--- src/rtl/obp_pkg.sv ---
package obp_pkg;
  typedef enum logic [1:0] {
    SEQ_IDLE = 2'd0,
    SEQ_RUN  = 2'd1,
    SEQ_PAD  = 2'd2
  } seq_state_e;
endpackage

--- src/rtl/obp_seg_ctrl.sv ---
module obp_seg_ctrl
  import obp_pkg::*;
#(
  parameter int CNT_W = 24
) (
  input  logic             clk,
  input  logic             rst_n,
  input  logic             seg_valid,
  input  logic [CNT_W-1:0] seg_count,
  input  logic             seg_chain,
  input  logic             byte_take,
  input  logic             hold_now,
  input  logic             pad_fire,
  output logic             seg_ready,
  output logic             run_st,
  output logic             pad_st
);
  localparam logic [CNT_W-1:0] ONE = CNT_W'(1);

  seq_state_e       state_q, state_d;
  logic [CNT_W-1:0] left_q, left_d;
  logic             chain_q, chain_d;
  logic             left_en;

  always_comb begin
    state_d = state_q;
    left_d  = left_q;
    chain_d = chain_q;
    left_en = 1'b0;
    case (state_q)
      SEQ_IDLE: begin
        if (seg_valid && (seg_count != '0)) begin
          state_d = SEQ_RUN;
          left_d  = seg_count;
          chain_d = seg_chain;
          left_en = 1'b1;
        end
      end
      SEQ_RUN: begin
        if (byte_take) begin
          left_d  = left_q - ONE;
          left_en = 1'b1;
          if (left_q == ONE) begin
            // a final segment whose last byte finds no partner must pad
            if (!chain_q && !hold_now) state_d = SEQ_PAD;
            else                       state_d = SEQ_IDLE;
          end
        end
      end
      SEQ_PAD: begin
        if (pad_fire || !hold_now) state_d = SEQ_IDLE;
      end
      default: state_d = SEQ_IDLE;
    endcase
  end

  always_ff @(posedge clk or negedge rst_n) begin
    if (!rst_n) begin
      state_q <= SEQ_IDLE;
      left_q  <= '0;
      chain_q <= 1'b0;
    end else begin
      state_q <= state_d;
      if (left_en) begin
        left_q  <= left_d;
        chain_q <= chain_d;
      end
    end
  end

  assign seg_ready = (state_q == SEQ_IDLE);
  assign run_st    = (state_q == SEQ_RUN);
  assign pad_st    = (state_q == SEQ_PAD);
endmodule

--- src/rtl/obp_residue.sv ---
module obp_residue #(
  parameter int BYTE_W = 8,
  localparam int WORD_W = 2 * BYTE_W
) (
  input  logic              clk,
  input  logic              rst_n,
  input  logic              byte_take,
  input  logic [BYTE_W-1:0] in_data,
  input  logic              pad_fire,
  input  logic              flush,
  output logic              have_q,
  output logic              word_load,
  output logic [WORD_W-1:0] word,
  output logic              word_single
);
  logic [BYTE_W-1:0] lo_q, lo_d;
  logic              have_d;
  logic              lo_en;
  logic              pair_fire;

  assign pair_fire = byte_take && have_q;

  always_comb begin
    have_d = have_q;
    lo_d   = lo_q;
    lo_en  = 1'b0;
    if (byte_take && !have_q) begin
      lo_d   = in_data;
      lo_en  = 1'b1;
      have_d = 1'b1;
    end else if (pair_fire || pad_fire) begin
      have_d = 1'b0;
    end
    if (flush) have_d = 1'b0;
  end

  always_ff @(posedge clk or negedge rst_n) begin
    if (!rst_n) begin
      have_q <= 1'b0;
      lo_q   <= '0;
    end else begin
      have_q <= have_d;
      if (lo_en) lo_q <= lo_d;
    end
  end

  always_comb begin
    word_load   = pair_fire || pad_fire;
    word_single = pad_fire;
    if (pad_fire) word = {{BYTE_W{1'b0}}, lo_q};
    else          word = {in_data, lo_q};
  end
endmodule

--- src/rtl/obp_out_stage.sv ---
module obp_out_stage #(
  parameter int BYTE_W = 8,
  parameter int LANES  = 2,
  localparam int WORD_W = LANES * BYTE_W
) (
  input  logic              clk,
  input  logic              rst_n,
  input  logic              load,
  input  logic [WORD_W-1:0] word,
  input  logic              single,
  input  logic              out_ready,
  output logic              slot_free,
  output logic              out_valid,
  output logic [WORD_W-1:0] out_data,
  output logic              out_single
);
  logic valid_q, valid_d;
  logic single_q;

  assign slot_free = !valid_q || out_ready;

  always_comb begin
    valid_d = valid_q;
    if (out_ready) valid_d = 1'b0;
    if (load)      valid_d = 1'b1;
  end

  always_ff @(posedge clk or negedge rst_n) begin
    if (!rst_n) begin
      valid_q  <= 1'b0;
      single_q <= 1'b0;
    end else begin
      valid_q <= valid_d;
      if (load) single_q <= single;
    end
  end

  for (genvar g = 0; g < LANES; g++) begin : g_lane
    logic [BYTE_W-1:0] lane_q;
    always_ff @(posedge clk or negedge rst_n) begin
      if (!rst_n)    lane_q <= '0;
      else if (load) lane_q <= word[g*BYTE_W +: BYTE_W];
    end
    assign out_data[g*BYTE_W +: BYTE_W] = lane_q;
  end

  assign out_valid  = valid_q;
  assign out_single = single_q;
endmodule

--- src/rtl/odd_byte_packer.sv ---
module odd_byte_packer #(
  parameter int CNT_W  = 24,
  parameter int BYTE_W = 8,
  localparam int WORD_W = 2 * BYTE_W
) (
  input  logic              clk,
  input  logic              rst_n,
  input  logic              seg_valid,
  output logic              seg_ready,
  input  logic [CNT_W-1:0]  seg_count,
  input  logic              seg_chain,
  input  logic              in_valid,
  output logic              in_ready,
  input  logic [BYTE_W-1:0] in_data,
  input  logic              flush,
  output logic              residue_valid,
  output logic              out_valid,
  input  logic              out_ready,
  output logic [WORD_W-1:0] out_data,
  output logic              out_single
);
  logic              rst_meta_q, rst_sync_q;
  logic              run_st, pad_st, have_q, slot_free;
  logic              byte_take, pad_fire, word_load, word_single;
  logic [WORD_W-1:0] word;

  // reset asserts at once, releases two edges later
  always_ff @(posedge clk or negedge rst_n) begin
    if (!rst_n) begin
      rst_meta_q <= 1'b0;
      rst_sync_q <= 1'b0;
    end else begin
      rst_meta_q <= 1'b1;
      rst_sync_q <= rst_meta_q;
    end
  end

  assign in_ready  = run_st && (!have_q || slot_free);
  assign byte_take = in_valid && in_ready;
  assign pad_fire  = pad_st && have_q && slot_free;

  obp_seg_ctrl #(.CNT_W(CNT_W)) u_ctrl (
    .clk       (clk),
    .rst_n     (rst_sync_q),
    .seg_valid (seg_valid),
    .seg_count (seg_count),
    .seg_chain (seg_chain),
    .byte_take (byte_take),
    .hold_now  (have_q),
    .pad_fire  (pad_fire),
    .seg_ready (seg_ready),
    .run_st    (run_st),
    .pad_st    (pad_st)
  );

  obp_residue #(.BYTE_W(BYTE_W)) u_res (
    .clk         (clk),
    .rst_n       (rst_sync_q),
    .byte_take   (byte_take),
    .in_data     (in_data),
    .pad_fire    (pad_fire),
    .flush       (flush),
    .have_q      (have_q),
    .word_load   (word_load),
    .word        (word),
    .word_single (word_single)
  );

  obp_out_stage #(.BYTE_W(BYTE_W), .LANES(2)) u_out (
    .clk        (clk),
    .rst_n      (rst_sync_q),
    .load       (word_load),
    .word       (word),
    .single     (word_single),
    .out_ready  (out_ready),
    .slot_free  (slot_free),
    .out_valid  (out_valid),
    .out_data   (out_data),
    .out_single (out_single)
  );

  assign residue_valid = have_q;
endmodule

--- config.mk ---
export PLATFORM = sky130hd
export DESIGN_NAME = odd_byte_packer
export DESIGN_NICKNAME = d
export VERILOG_FILES = /design/src/rtl/obp_pkg.sv /design/src/rtl/obp_seg_ctrl.sv /design/src/rtl/obp_residue.sv /design/src/rtl/obp_out_stage.sv /design/src/rtl/odd_byte_packer.sv
export SDC_FILE = /design/constraint.sdc
export NUM_CORES = 1
export LEC_CHECK = 0
export ABC_CLOCK_PERIOD_IN_PS = 3910
export BUFFER_PORTS_ARGS = -buffer_cell sky130_fd_sc_hd__clkbuf_2
export CELL_PAD_IN_SITES_DETAIL_PLACEMENT = 1
export CELL_PAD_IN_SITES_GLOBAL_PLACEMENT = 1
export CORE_ASPECT_RATIO = 0.8
export CORE_MARGIN = 3
export CORE_UTILIZATION = 35
export DETAILED_ROUTE_END_ITERATION = 6
export PLACE_DENSITY = 0.69
export SLEW_MARGIN = 20
export SYNTH_ARGS = -nofsm -noshare
export SYNTH_HDL_FRONTEND = slang
export SYNTH_SLANG_ARGS = --single-unit
--- constraint.sdc ---
create_clock -name clk -period 3.91 [get_ports clk]
set_clock_uncertainty 0.05 [all_clocks]
set_input_delay 0 -clock clk [delete_from_list [all_inputs] [get_ports clk]]
set_output_delay 0 -clock clk [all_outputs]
set_load 0.02 [all_outputs]
==> impl_metrics.toml <==
[clock_network]
cts.sinks = 56
ctsResizeCount = 0
cts_tree = "yes"
cts_setup_buffers = 0
cts_made_buffers = 5
cts_buffer_depth = 2
insertion_delay_ns = 0.30
root_buffer = "clkbuf_8"
h-tree-depth = 2
clk_pin_slew_ns = 0.10

[worst_setup_path]
setup.worst_path.class = "reg -> reg"
cpPeakStageDelay_ns = 0.82
crit_path_start = "u_ctrl.state_q[0]"
worstSetupEndpointType = "register"
startpoint_type = "register"
path_cells = "nor2b_1, nand4_1, nor2b_1, mux2_2"
path_max_fanout = 10
arrival_ns = 2.63
r2r-start = "u_ctrl.state_q[0]"
crit_top_cell = "nor2b_1"
critPathRequiredTime_ns = 4.05
slowest_stage = "nor2b_1"

[yosys]
ys_types = 52
synthesis.nets = 324
synthCells = 283
syn_avg_cell_area_sq_um = 10.2
synthArstFlopShare_pct = 100
syn_area_sq_um = 2890
synthMuxAreaShare_pct = 9.73
ys_seq_elements = 56
yosys_warnings = 0
ys_seq_area_share_pct = 48.4
post_synth_and_or_nand_nor_area_fraction_pct = 17.7
synth_flop_cell = "dfrtp_1"
synth_compound_area_share_pct = 19.2
yosys.area_share.xor_xnor_pct = 0
synth_adder_area_share_pct = 0.865
synth_edf_count = 0
synth_top_family_by_area = "compound AO/OA/AOI/OAI gates"

[global_route]
antenna_found_initial = 0
grt.total_usage_pct = 18.4
grt_max_degree = 34
grt_pass1_wl_um = 13700
grt_pass1_vias = 2655
gr-total-overflow = 0

[power]
pwr-share-comb_pct = 32.2
power.share.sequential_pct = 45.7
total_power_mw = 1.99
p_sw_mw = 0.706
p_int_mw = 1.28
swShare_pct = 35.6
p_leak_nw = 1.66
irDropWorstVdd_mv = 0.231
clkPwrFrac_pct = 22.2
power_density_nw_per_um2 = 536

[finish]
diodes = 0
fin_cells = 471
area_growth_pct = 28.1
multi_input_area_sq_um = 1380
fill_cells = 903
nets = 407
area.sequential_sq_um = 1400
drive_above_1_share_pct = 27.9

[route]
ant_nets = 0
vias = 2591
initialDrtViolationCount = 92
wl_per_cell_um = 17.8
drt-total-wl_um = 8380
drc = 0
via_per_inst = 5.50
dr.pass1.iters = 4

[placed_design]
gp_congestion = 0.751
dp_hpwl_um = 5820
portBuffers = 59
place_inst = 432

[floorplan]
start_util_pct = 37.5
core.rowCount = 28
io_pins = 60
dieArea_sq_um = 9400
die_h_um = 87.3
design.core.area_sq_um = 7710
die_w_um = 108

[sta]
max_freq_mhz = 403
drv_slew = 0
period_needed_ns = 2.48
fin_crit_sh_pct = 63.5
finalSetupViolations = 0
hold_viol_final = 0
final.setup.tns_ns = 0
rsz0062_at_grt = "false"
max_slew_margin_pct = 30.2
tightest_slew_ns = 1.05

[min_path]
hold_class = "in -> reg"
hp-start = "seg_count[20]"

[outcome]
status = "complete, no violations"

[flow_run]
maxCapViolCount = 0
## per-stage QoR
| step | util, % | worst slack, ns | area [sq um] | hold WS [ns] |
|---|---|---|---|---|
| floorplan | - | 1.85 | 2890 | -0.346 |
| global placement | 42.2 | 1.51 | 3260 | -0.264 |
| detailed placement | 42.2 | 1.44 | 3260 | -0.263 |
| CTS | 48.1 | 1.42 | 3700 | 0.0116 |
| global route | 48.1 | 1.26 | 3700 | 0.0101 |
| finish | 48.1 | 1.43 | 3700 | 0.0107 |
## power by group through the flow
stage | Clock [mW] | Sequential [mW] | Combinational (mW)
floorplan | 0 | 0.948 | 0.364
global placement | 0 | 0.908 | 0.592
detailed placement | 0 | 0.918 | 0.612
CTS | 0.453 | 0.906 | 0.640
global route | 0.477 | 0.935 | 0.705
finish | 0.441 | 0.906 | 0.638
## worst max-delay path, delay by kind of cell (launching register included)
kind / cells / cell delay (ns)
DFF: 1 / 0.42
muxes: 1 / 0.42
and+or+nand+nor: 3 / 1.48
## cells in the final DEF, fill, tap and decap left out, types with 5 or more instances in the layout
cell           instances
a21oi_1               22
a22oi_1                5
buf_4                  5
clkbuf_2              59
clkbuf_8               5
dfrtp_1               55
dlygate4sd3_1         32
mux2_2                17
mux2i_1                9
nand2_1               13
nor2_1                25
nor3_1                 9
nor3_2                 5
nor4_1                13
o21ai_0               21
o2bb2ai_1              7
## sequential cells by signal, summed over array words and instances (netlist names)
register / flops
rst_meta_q: 1
rst_sync_q: 1
u_ctrl.chain_q: 1
u_ctrl.left_q: 24
u_ctrl.state_q: 2
u_out.g_lane.lane_q: 16
u_out.out_single: 1
u_out.out_valid: 1
u_res.have_q: 1
u_res.lo_q: 8
## final timing paths
kind / endpoint / slack, ns / cells after the start
worst min register to register: u_ctrl.left_q[11] / 0.20 / 0
worst max-delay path: u_out.g_lane[0].lane_q[1] / 1.43 / 4
worst min-delay path: u_ctrl.left_q[20] / 0.01 / 3
max in group asynchronous: u_ctrl.left_q[0] / 2.79 / 1
worst max register to register: u_out.g_lane[0].lane_q[1] / 1.43 / 4
min in group asynchronous: u_ctrl.left_q[11] / 0.20 / 0
## synth_stat cells, drive strengths merged (7+ instances only)
cell type  number  area, sq um
dfrtp          56         1400
nor2           25         93.8
o21ai          25          125
a21oi          22          110
mux2           17          191
nor3           14         95.1
nor4           14         93.8
clkbuf         13         48.8
nand2          13         48.8
mux2i           9         90.1
buf             7         53.8
o2bb2ai         7         61.3
## timing repair
item	in CTS	in global routing
hold endpoints to repair	40	0
hold buffers	32	0
setup endpoints to repair	0	0
## routing by layer
layer / routed length [um] / track usage, %
met1: 4020 / 26.3
met2: 3990 / 30.2
met3: 336 / 2.89
met4: 37 / 2.98
met5: 0 / 0
## cell families after synthesis
group	after synthesis
compound gates	85
fa+ha+maj	2
buf+inv	23
flops	56
mux	26
other cells	1
simple gates	90
## layout make-up
cell class | count | area share [%]
inverter | 3 | 0.304
timing repair buffer | 96 | 17.6
clock buffer | 5 | 1.86
tap | 105 | 3.55
clock inverter | 2 | 1.62
sequential | 56 | 37.9
multi-input combinational | 204 | 37.2
Power figures use the tool's default switching activity.
